==> src/rtl/lsu_align_pkg.sv <==
package lsu_align_pkg;
  localparam int unsigned SIZE_W = 2;

  typedef enum logic [SIZE_W-1:0] {
    SZ_BYTE = 2'd0,
    SZ_HALF = 2'd1,
    SZ_WORD = 2'd2,
    SZ_DBL  = 2'd3
  } acc_size_e;

  typedef enum logic [1:0] {
    TRAP_NONE     = 2'b00,
    TRAP_LD_MISAL = 2'b01,
    TRAP_ST_MISAL = 2'b10
  } trap_code_e;

  typedef struct packed {
    logic [SIZE_W-1:0] size;
    logic              sgn;
  } ld_ctl_t;
endpackage

==> src/rtl/lsu_misalign_chk.sv <==
module lsu_misalign_chk #(
  parameter int unsigned OFF_W = 3
) (
  input  logic [OFF_W-1:0]                      lane_off,
  input  logic [lsu_align_pkg::SIZE_W-1:0]      size,
  output logic                                  misal
);
  // an address bit below the size's power of two being set breaks alignment
  always_comb begin
    misal = 1'b0;
    for (int i = 0; i < OFF_W; i++) begin
      if (lane_off[i] && (int'(size) > i)) misal = 1'b1;
    end
  end
endmodule

==> src/rtl/lsu_store_lane.sv <==
module lsu_store_lane #(
  parameter int unsigned DATA_W = 64
) (
  input  logic [$clog2(DATA_W/8)-1:0]      lane_off,
  input  logic [lsu_align_pkg::SIZE_W-1:0] size,
  input  logic                             is_store,
  input  logic [DATA_W-1:0]                wdata,
  output logic [DATA_W-1:0]                lane_data,
  output logic [DATA_W/8-1:0]              strb
);
  localparam int unsigned LANES = DATA_W / 8;

  logic [LANES-1:0] strb_base;

  for (genvar g = 0; g < LANES; g++) begin : g_base
    assign strb_base[g] = (g < (1 << size));
  end

  assign strb      = is_store ? (strb_base << lane_off) : '0;
  assign lane_data = wdata << {lane_off, 3'b000};
endmodule

==> src/rtl/lsu_load_extend.sv <==
module lsu_load_extend #(
  parameter int unsigned DATA_W = 64
) (
  input  logic [$clog2(DATA_W/8)-1:0]      lane_off,
  input  logic [lsu_align_pkg::SIZE_W-1:0] size,
  input  logic                             sgn,
  input  logic [DATA_W-1:0]                raw_data,
  output logic [DATA_W-1:0]                ext_data
);
  localparam int unsigned LANES = DATA_W / 8;

  logic [DATA_W-1:0] shifted;
  logic              top_bit;
  logic [7:0]        fill;

  assign shifted = raw_data >> {lane_off, 3'b000};
  assign top_bit = shifted[(8 << size) - 1];
  assign fill    = {8{sgn & top_bit}};

  always_comb begin
    for (int i = 0; i < LANES; i++) begin
      ext_data[8*i +: 8] = (i < (1 << size)) ? shifted[8*i +: 8] : fill;
    end
  end
endmodule

==> src/rtl/lsu_align_unit.sv <==
module lsu_align_unit
  import lsu_align_pkg::*;
#(
  parameter int unsigned ADDR_W = 64,
  parameter int unsigned DATA_W = 64
) (
  input  logic                 clk,
  input  logic                 rst,
  input  logic                 req_valid,
  output logic                 req_ready,
  input  logic [ADDR_W-1:0]    req_addr,
  input  logic [SIZE_W-1:0]    req_size,
  input  logic                 req_store,
  input  logic                 req_signed,
  input  logic [DATA_W-1:0]    req_wdata,
  output logic                 mem_valid,
  input  logic                 mem_ready,
  output logic [ADDR_W-1:0]    mem_addr,
  output logic                 mem_store,
  output logic                 mem_fetch,
  output logic [DATA_W-1:0]    mem_wdata,
  output logic [DATA_W/8-1:0]  mem_wstrb,
  input  logic                 rsp_valid,
  output logic                 rsp_ready,
  input  logic [DATA_W-1:0]    rsp_data,
  output logic                 out_valid,
  input  logic                 out_ready,
  output logic [DATA_W-1:0]    out_data,
  output logic                 trap_valid,
  output logic [1:0]           trap_cause,
  output logic [ADDR_W-1:0]    fault_addr
);
  localparam int unsigned LANES = DATA_W / 8;
  localparam int unsigned OFF_W = $clog2(LANES);

  logic [OFF_W-1:0] req_off;
  logic             misal;
  logic             accept;
  logic             pend_q;
  logic [OFF_W-1:0] pend_off_q;
  ld_ctl_t          pend_ctl_q;
  trap_code_e       trap_q;
  logic             trap_vld_q;
  logic [ADDR_W-1:0] fault_q;

  assign req_off = req_addr[OFF_W-1:0];

  lsu_misalign_chk #(.OFF_W(OFF_W)) u_mis (
    .lane_off (req_off),
    .size     (req_size),
    .misal    (misal)
  );

  lsu_store_lane #(.DATA_W(DATA_W)) u_st (
    .lane_off  (req_off),
    .size      (req_size),
    .is_store  (req_store),
    .wdata     (req_wdata),
    .lane_data (mem_wdata),
    .strb      (mem_wstrb)
  );

  lsu_load_extend #(.DATA_W(DATA_W)) u_ld (
    .lane_off (pend_off_q),
    .size     (pend_ctl_q.size),
    .sgn      (pend_ctl_q.sgn),
    .raw_data (rsp_data),
    .ext_data (out_data)
  );

  // request side: faults are swallowed here, aligned traffic passes through
  assign req_ready = !pend_q && (misal || mem_ready);
  assign mem_valid = req_valid && !misal && !pend_q;
  assign mem_addr  = req_addr;
  assign mem_store = req_store;
  assign mem_fetch = 1'b0;
  assign accept    = req_valid && req_ready;

  // response side: only live while a load waits
  assign out_valid = pend_q && rsp_valid;
  assign rsp_ready = pend_q && out_ready;

  always_ff @(posedge clk) begin
    if (rst) begin
      trap_vld_q <= 1'b0;
      trap_q     <= TRAP_NONE;
      fault_q    <= '0;
    end else begin
      trap_vld_q <= accept && misal;
      if (accept && misal) begin
        trap_q  <= req_store ? TRAP_ST_MISAL : TRAP_LD_MISAL;
        fault_q <= req_addr;
      end else begin
        trap_q  <= TRAP_NONE;
      end
    end
  end

  always_ff @(posedge clk) begin
    if (rst) begin
      pend_q     <= 1'b0;
      pend_off_q <= '0;
      pend_ctl_q <= '0;
    end else if (accept && !misal && !req_store) begin
      pend_q          <= 1'b1;
      pend_off_q      <= req_off;
      pend_ctl_q.size <= req_size;
      pend_ctl_q.sgn  <= req_signed;
    end else if (out_valid && out_ready) begin
      pend_q <= 1'b0;
    end
  end

  assign trap_valid = trap_vld_q;
  assign trap_cause = trap_q;
  assign fault_addr = fault_q;
endmodule

==> config.mk <==
export PLATFORM = sky130hd
export DESIGN_NAME = lsu_align_unit
export DESIGN_NICKNAME = d
export VERILOG_FILES = /design/src/rtl/lsu_align_pkg.sv /design/src/rtl/lsu_misalign_chk.sv /design/src/rtl/lsu_store_lane.sv /design/src/rtl/lsu_load_extend.sv /design/src/rtl/lsu_align_unit.sv
export SDC_FILE = /design/constraint.sdc
export NUM_CORES = 1
export LEC_CHECK = 0
export BUFFER_PORTS_ARGS = -buffer_cell sky130_fd_sc_hd__buf_2
export CAP_MARGIN = 20
export CORE_AREA = 2 2 186 188
export CTS_BUF_LIST = sky130_fd_sc_hd__clkbuf_4 sky130_fd_sc_hd__clkbuf_8 sky130_fd_sc_hd__clkbuf_16
export DETAILED_ROUTE_END_ITERATION = 7
export DIE_AREA = 0 0 188 190
export GPL_ROUTABILITY_DRIVEN = 0
export PLACE_DENSITY = 0.46
export SLEW_MARGIN = 20
export SYNTH_ARGS = -nofsm -noshare
export SYNTH_HDL_FRONTEND = slang
export SYNTH_SLANG_ARGS = --single-unit
export TNS_END_PERCENT = 10
==> constraint.sdc <==
create_clock -name clk -period 6.1 [get_ports clk]
set_input_delay 0.305 -clock clk [delete_from_list [all_inputs] [get_ports clk]]
set_output_delay 0.305 -clock clk [all_outputs]
set_load 0.01 [all_outputs]
==> results of run 1 <==
per-layer routing:
| metal | vias to the layer above | global-route usage (%) | wire (µm) |
|---|---|---|---|
| met3 | 41 | 3.210 | 2124 |
| met2 | 344 | 29.88 | 15620 |
| li1 | 4103 | - | - |
| met4 | 0 | 4.906 | 770 |
| met5 | - | 0 | 0 |
| met1 | 3940 | 21.65 | 14090 |
flip-flops by register name, indices dropped and copies added (netlist names):
name	cells
pend_ctl_q	3
pend_off_q	3
trap_cause	2
pend_q	1
fault_addr	64
trap_valid	1
power by group:
| part | internal, mW | switching (mW) | leakage (nW) |
|---|---|---|---|
| sequential | 0.509 | 0.0158 | 0.606 |
| clock | 0.287 | 0.241 | 0.142 |
| combinational | 0.237 | 0.343 | 4.10 |
| total | 1.03 | 0.600 | 4.85 |
metrics by stage:
step / instance area (µm²) / util, % / total power, mW
floorplan: 7236 / - / 0.8812
global placement: 9432 / 27.78 / 1.120
detailed placement: 9432 / 27.78 / 1.120
CTS: 9727 / 28.65 / 1.656
global route: 9732 / 28.67 / 1.728
finish: 9734 / 28.67 / 1.633
area by class of cell:
| cell class | instances | area share (%) |
|---|---|---|
| flip-flops and latches | 74 | 15.27 |
| clock inverters | 7 | 0.7198 |
| diodes | 2 | 0.05141 |
| repair buffers | 488 | 25.48 |
| well taps | 455 | 5.848 |
| clock buffers | 9 | 2.314 |
| multi-input cells | 756 | 49.97 |
| inverters | 9 | 0.3470 |
synth_stat cells (all sizes together), types with 7 or more instances:
cell type,count
a21oi,135
dfxtp,74
o21ai,25
o22ai,11
a211oi,18
and2,18
clkbuf,36
a221oi,9
nor2b,11
nor3,21
o211ai,7
nor2,87
a311oi,8
mux4,30
inv,8
nand2,234
buf,110
mux2i,68
mux2,34
worst max-delay path by stage:
stage / from / to / slack [ps]
2_1_floorplan: pend_ctl_q[2] / out_data[24] / 3380
3_3_place_gp: pend_ctl_q[2] / out_data[23] / 2790
3_5_place_dp: pend_ctl_q[2] / out_data[23] / 2780
4_1_cts: pend_ctl_q[2] / out_data[23] / 2410
5_1_grt: pend_ctl_q[2] / out_data[31] / 2230
6_report: pend_ctl_q[2] / out_data[23] / 2430
worst max-delay path, stage by stage (launching register included):
cell and delay [ps]:
sky130_fd_sc_hd__dfxtp_1 740, sky130_fd_sc_hd__or2_1 400, sky130_fd_sc_hd__ha_1 350, sky130_fd_sc_hd__inv_1 170, sky130_fd_sc_hd__a311o_1 180, sky130_fd_sc_hd__o32ai_4 130, sky130_fd_sc_hd__a2111oi_4 680, sky130_fd_sc_hd__nor3_1 180
sky130_fd_sc_hd__buf_2 190
kinds of logic (layout without fill, tap and decap cells):
kind of cell / after synthesis / after routing / synth area share [%]
other: 1 / 3 / 0.05183
AOI/OAI and AO/OA: 233 / 233 / 20.06
adders and majority gates: 2 / 2 / 0.3458
muxes: 132 / 132 / 24.21
buffers and inverters: 155 / 513 / 12.47
DFF: 74 / 74 / 20.47
and+or+nand+nor: 388 / 388 / 22.39
==> results.txt, run 1 <==
The worst setup path is of the flop to primary output kind. The maximum buffer depth of the clock tree is 2. In this run the critical register-to-register path is launched from pend_q. The flip-flop and latch count after synthesis came out at 74. The I/O pin count came out at 475. The post-route antenna net violation count came out at 0. The global-route wire length before repair came out at 48560 µm. The number of antenna violations at the first check in global routing came out at 1. The detailed-router iteration count before antenna repair came out at 4. After layout, the worst setup slack is 2427 ps. TritonCTS built the clock tree. The largest net degree at the start of global routing is 75. Hold timing on the final database bottoms out at a slack of 208.4 ps.

Fill cells in the final layout number 3797. The final wirelength is 32600 µm. Across the VDD grid, the largest voltage drop is 120.6 µV. The first routing iteration left 500 violations. Cells with a size suffix above 1 make up 43.48% of the layout. The tree built by TritonCTS fans out to 74 sinks. For this run, the number of Yosys warnings is 0.

The final-stage net count is 1542. For this design the ratio of total power to cell area is 167.8 mW/mm². The signed area change from the synthesized netlist to the final layout came out at 34.53%.

The number of distinct library cell variants in the gate-level netlist after synthesis came out at 53. The row count is 68. The x dimension of the die is 188 µm. The reported leakage power is 4.848 nW. The footprint of the multi-input gates came out at 0.004865 mm². The number of max-slew violations in the final report was 0.

The class of the worst hold path is primary input to flop. The minimum setup slack after placement is 2779 ps. sky130_fd_sc_hd__dfxtp_1 takes more of the synthesized area than any other cell. The critical-path maximum fanout came out at 17. The total via count in the routed design came out at 8428. The die is 190 µm tall.

Sequential elements use 20.47% of the synthesized area. The endpoint arrival time on the critical path is 3370 ps. The destination of the worst register-to-register timing path is fault_addr[53]. Post-CTS repair changed the size of 0 cells. In this run the register-to-register setup slack is 4320 ps. The number of buffers added for setup after CTS is 0. The top cell types in the final layout, fill and taps aside, are 473 x sky130_fd_sc_hd__buf_2, 233 x sky130_fd_sc_hd__nand2_1, 135 x sky130_fd_sc_hd__a21oi_1, 86 x sky130_fd_sc_hd__nor2_1, 72 x sky130_fd_sc_hd__dfxtp_1.

The overall fraction of global-route tracks in use is 17.19%. The synthesized netlist cell count came out at 985. The startpoint kind of the worst setup timing path is a flop. The detailed placement HPWL is 25470 µm. The routed design could run at a clock period as short as 3673 ps.

In this run the number of H-tree levels came out at 3. Averaged over all synthesized cells, the footprint is 7.346 µm². The number of global-route vias before repair is 8263. The critical path endpoint category is a primary output. The later pin in the worst-skew pair is clocked with a latency of 330 ps. The worst min-delay path endpoint is fault_addr[42]. After detailed placement, the design holds a cell count of 1782.

The final number of setup-violating endpoints is 0. The period utilization came out at 60.22%. The mapped netlist covers 0.007236 mm². The most common cell after layout, fill and taps aside is sky130_fd_sc_hd__buf_2.

The die area is 0.03572 mm². The initial core utilization came out at 21.31%. At the worst endpoint, the required time is 5790 ps. Among all flip-flop cells after synthesis, the most frequent one is sky130_fd_sc_hd__dfxtp_1.

Summed over its instances, the top area cell type makes up 20.47% of the synthesized netlist area. Based on the critical path, the design can be clocked at up to 0.2722 GHz. Setup repair after global routing left no endpoint under its margin. The worst clock skew on the final layout is 6.443 ps. Along the worst hold path, the cell count comes to 3. The detail-routed net length per standard cell is 18.11 µm.

Using the TritonRoute via totals, the vias-per-cell ratio works out to 4.682. The total congestion overflow after global routing came out at 0. Across the run, the number of max-cap violations was 0. The clock tree root driver cell is sky130_fd_sc_hd__clkbuf_16. The headroom to the max-slew limit is 36.38%. The count of final hold-check violations is 0. In the routed design, unresolved DRC markers number 0. The fraction of registers with async set or reset after synthesis is 0%. In this run the standard cell core region covers 0.03395 mm². The number of standard cells in the layout, taps in and fillers out is 1800.

Clock tree synthesis inserted a total of 9 buffers. Ranked by total cell area, the synthesized netlist is headed by sky130_fd_sc_hd__dfxtp_1 20%, sky130_fd_sc_hd__nand2_1 12%, sky130_fd_sc_hd__a21oi_1 9.3%. The accumulated negative setup slack came out at 0 ps. The run finished with clean final reports. Clock-pin slew was measured on the worst setup and hold paths at 70 ps. Synthesis produced a netlist with a net count of 1189. Port buffering added 473 buffers. The count of flip-flops with a built-in enable after synthesis is 0. The worst hold path begins at req_addr[42]. The slew of the pin with the lowest slew margin came out at 947.0 ps.

The number of hold buffers added after CTS was 0. Measured in cells, the most critical reg-to-reg path has a length of 5. The area taken by flip-flops and latches is 0.001486 mm².
Note: power is estimated with default switching activity, not from simulation.
==> inputs of run 2 (changes only) <==
--- a/config.mk
+++ b/config.mk
@@ -7,12 +7,12 @@
 export LEC_CHECK = 0
 export BUFFER_PORTS_ARGS = -buffer_cell sky130_fd_sc_hd__buf_2
 export CAP_MARGIN = 20
-export CORE_AREA = 2 2 186 188
+export CORE_AREA = 2 2 187 189
 export CTS_BUF_LIST = sky130_fd_sc_hd__clkbuf_4 sky130_fd_sc_hd__clkbuf_8 sky130_fd_sc_hd__clkbuf_16
 export DETAILED_ROUTE_END_ITERATION = 7
-export DIE_AREA = 0 0 188 190
+export DIE_AREA = 0 0 189 191
 export GPL_ROUTABILITY_DRIVEN = 0
-export PLACE_DENSITY = 0.46
+export PLACE_DENSITY = 0.47
 export SLEW_MARGIN = 20
 export SYNTH_ARGS = -nofsm -noshare
 export SYNTH_HDL_FRONTEND = slang
==> constraint.sdc (replaced) <==
create_clock -name clk -period 3.2 [get_ports clk]
set_input_delay 0.16 -clock clk [delete_from_list [all_inputs] [get_ports clk]]
set_output_delay 0.16 -clock clk [all_outputs]
set_load 0.01 [all_outputs]
==> run 2 against run 1 <==
Effect of this change:
- via count is 0.64% higher
- combinational power is 96% higher
- worst hold slack worse by 160 ps
- final area is 2.1% higher
- critical endpoint unchanged
==> results.txt, run 2 (same netlist as run 1, synthesis figures left out) <==
Outcome: finished clean (unchanged). The minimum setup slack after placement came out at 397.7 ps (was 2779 ps). The data required time at the worst endpoint came out at 3040 ps (was 5790 ps). The final number of setup-violating endpoints came out at 0 (unchanged).

The cell type of the slowest stage on the worst timing path was sky130_fd_sc_hd__o32ai_4 (was sky130_fd_sc_hd__dfxtp_1). The TritonCTS clock tree is yes (unchanged). The final design utilization is 29.14% (was 28.67%). The critical path endpoint category was a primary output (unchanged).

The core box area came to 0.03412 mm² (was 0.03395 mm²). The post-route antenna net violation count came out at 0 (unchanged). The critical-path maximum fanout is 8 (was 17). The most prevalent standard cell on the critical path is sky130_fd_sc_hd__buf_6. The switching component of the power is 1.150 mW (was 0.5999 mW).

The worst clock skew on the final layout was 8.101 ps (was 6.443 ps). The number of flip-flops under the largest register name is 64 (unchanged). The accumulated negative setup slack is 0 ps (unchanged). The initial DRC count came out at 426 (was 500). The endpoint arrival time on the critical path came out at 2890 ps (was 3370 ps). The slew of the pin with the lowest slew margin came out at 894.5 ps (was 947.0 ps).

The period utilization came out at 95.38%. The most common cell after layout, fill and taps aside is sky130_fd_sc_hd__buf_2 (unchanged). The relative contribution of the clock network to total power is 31.9% (was 32.3%).

The category of the critical setup timing path is flop to primary output (unchanged). The total placed cells including tap cells is 1797 (was 1782). The class of the worst hold path was primary input to flop (unchanged). The detail-routed net length per standard cell came out at 18.13 µm (was 18.11 µm). The row count came to 68 (unchanged). The signed area change from the synthesized netlist to the final layout is 37.39% (was 34.53%).

The count of final hold-check violations is 0 (unchanged). The number of hold buffers added after cts is 0 (unchanged). The I/O pin count is 475 (unchanged). Chain of cells forming the critical path: or2_1, ha_4, inv_1, a311o_1, o32ai_4, buf_6, a2111oi_4, buf_6, nor3_1, buf_2 (was or2_1, ha_1, inv_1, a311o_1, o32ai_4, a2111oi_4, nor3_1, buf_2). The overall fraction of global-route tracks in use came out at 17.09% (was 17.19%). The proportion of power drawn by combinational gates came out at 36.3% (was 35.5%).

The number of standard cells in the layout, taps in and fillers out is 1814 (was 1800). The final worst-path setup slack is 147.7 ps (was 2427 ps). The number of antenna violations at the first check in global routing came out at 2 (was 1). The number of max-slew violations in the final report is 0 (unchanged).

The final wirelength was 32890 µm (was 32600 µm). The number of antenna repair diodes is 0 (was 2). The fraction of power spent switching nets came out at 36.61% (was 36.73%). The headroom to the max-slew limit is 40.15% (was 36.38%). The worst vdd rail ir drop came out at 188.5 µV (was 120.6 µV). The final-stage net count is 1558 (was 1542).

The max-cap check violation count was 0 (unchanged). The reported leakage power came out at 4.953 nW (was 4.848 nW). The worst stage delay on the critical path is 420 ps (was 740 ps). The maximum buffer depth of the clock tree is 2 (unchanged). The startpoint kind of the worst setup timing path is a flop (unchanged). The areal power density over the cells came out at 316.1 mW/mm² (was 167.8 mW/mm²). The number of global-route vias before repair is 8216 (was 8263). The initial core utilization is 21.21% (was 21.31%). The clock tree root driver cell was sky130_fd_sc_hd__clkbuf_16 (unchanged).

The fraction of layout instances using a drive strength above 1 came out at 44.59% (was 43.48%). The detailed placement HPWL came out at 26080 µm (was 25470 µm). Most used cells in the layout excluding fill and tap cells: 472 x sky130_fd_sc_hd__buf_2, 233 x sky130_fd_sc_hd__nand2_1, 135 x sky130_fd_sc_hd__a21oi_1, 87 x sky130_fd_sc_hd__nor2_1, 72 x sky130_fd_sc_hd__dfxtp_1 (was 473 x sky130_fd_sc_hd__buf_2, 233 x sky130_fd_sc_hd__nand2_1, 135 x sky130_fd_sc_hd__a21oi_1, 86 x sky130_fd_sc_hd__nor2_1, 72 x sky130_fd_sc_hd__dfxtp_1). The largest net degree at the start of global routing is 68 (was 75).

The minimum clock period is 3052 ps. The x dimension of the die came to 189 µm (was 188 µm). The clock buffer count from CTS was 9 (unchanged). The global-route wire length before repair came out at 48310 µm (was 48560 µm). The number of remaining DRC errors came out at 0 (unchanged). The clock slew seen by the registers of the worst setup and hold paths came out at 70 ps (about the same). The H-tree level count came out at 3 (unchanged). The total congestion overflow after global routing is 0 (unchanged).

The total via count in the routed design is 8482 (was 8428). The insertion delay of the later-clocked pin in the worst-skew pair is 340 ps (was 330 ps). The worst-case register-to-register setup slack is 1510 ps (was 4320 ps). The internal power summed over all cells is 1.992 mW (was 1.033 mW). The detailed-router iteration count before antenna repair is 5 (was 4). The worst hold slack across all endpoints came out at 50.95 ps (was 208.4 ps).

The die area came out at 0.03610 mm² (was 0.03572 mm²). The number of clock sinks is 74 (unchanged). RSZ-0062 raised after global routing: no (unchanged). The port buffer count is 473 (unchanged). The area of placed instances is 0.009584 mm² (was 0.009432 mm²). The height of the die came out at 191 µm (was 190 µm). The total power draw came to 3.142 mW (was 1.633 mW).

The average vias per placed instance was 4.676 (was 4.682). The part of the power in registers is 31.7% (was 32.1%). The maximum clock frequency came out at 0.3276 GHz. The area of all placed cells without fillers came to 0.009941 mm² (was 0.009734 mm²).
[run 2: routing by layer]
layer | global-route usage (%) | share of wire, % | up-vias
li1 | - | - | 4131
met1 | 21.03 | 42 | 3992
met2 | 30.98 | 51 | 326
met3 | 3.213 | 6.2 | 29
met4 | 3.335 | 0.98 | 4
met5 | 0 | 0.070 | -
[run 2: what timing repair did]
action,in CTS,in global routing
buffers inserted,0,1
setup endpoints to repair,0,9
resized for setup,0,10
[run 2: layout make-up]
cell class | instances | area (µm²)
multi-input cells | 756 | 4908
inverters | 9 | 33.78
well taps | 455 | 569.3
flip-flops and latches | 74 | 1489
clock buffers | 9 | 225.2
fillers | 3796 | 24180
clock inverters | 7 | 67.56
repair buffers | 504 | 2648
[run 2: path summary, 6_finish.rpt]
path / from / to / cells past startpoint
worst max-delay path: pend_ctl_q[1] / out_data[23] / 10
worst min-delay path: req_signed / pend_ctl_q[0] / 3
worst max register to register: pend_q / pend_off_q[2] / 4
worst min register to register: fault_addr[15] / fault_addr[15] / 2
[run 2: worst max-delay path: cells and delay by family, from the launching register on]
family          cells  cell delay [ps]
compound gates      3              790
fa+ha+maj           1              310
buf+inv             4              610
flops               1              350
simple gates        2              500
[run 2: power by group through the flow]
stage	sequential, mW	clock [mW]	combinational [mW]
after global routing	1.00	1.08	1.24
after floorplan	1.04	0	0.643
after detailed placement	1.02	0	1.14
after CTS	0.997	1.04	1.15
final	0.997	1.00	1.14
after global placement	1.02	0	1.14
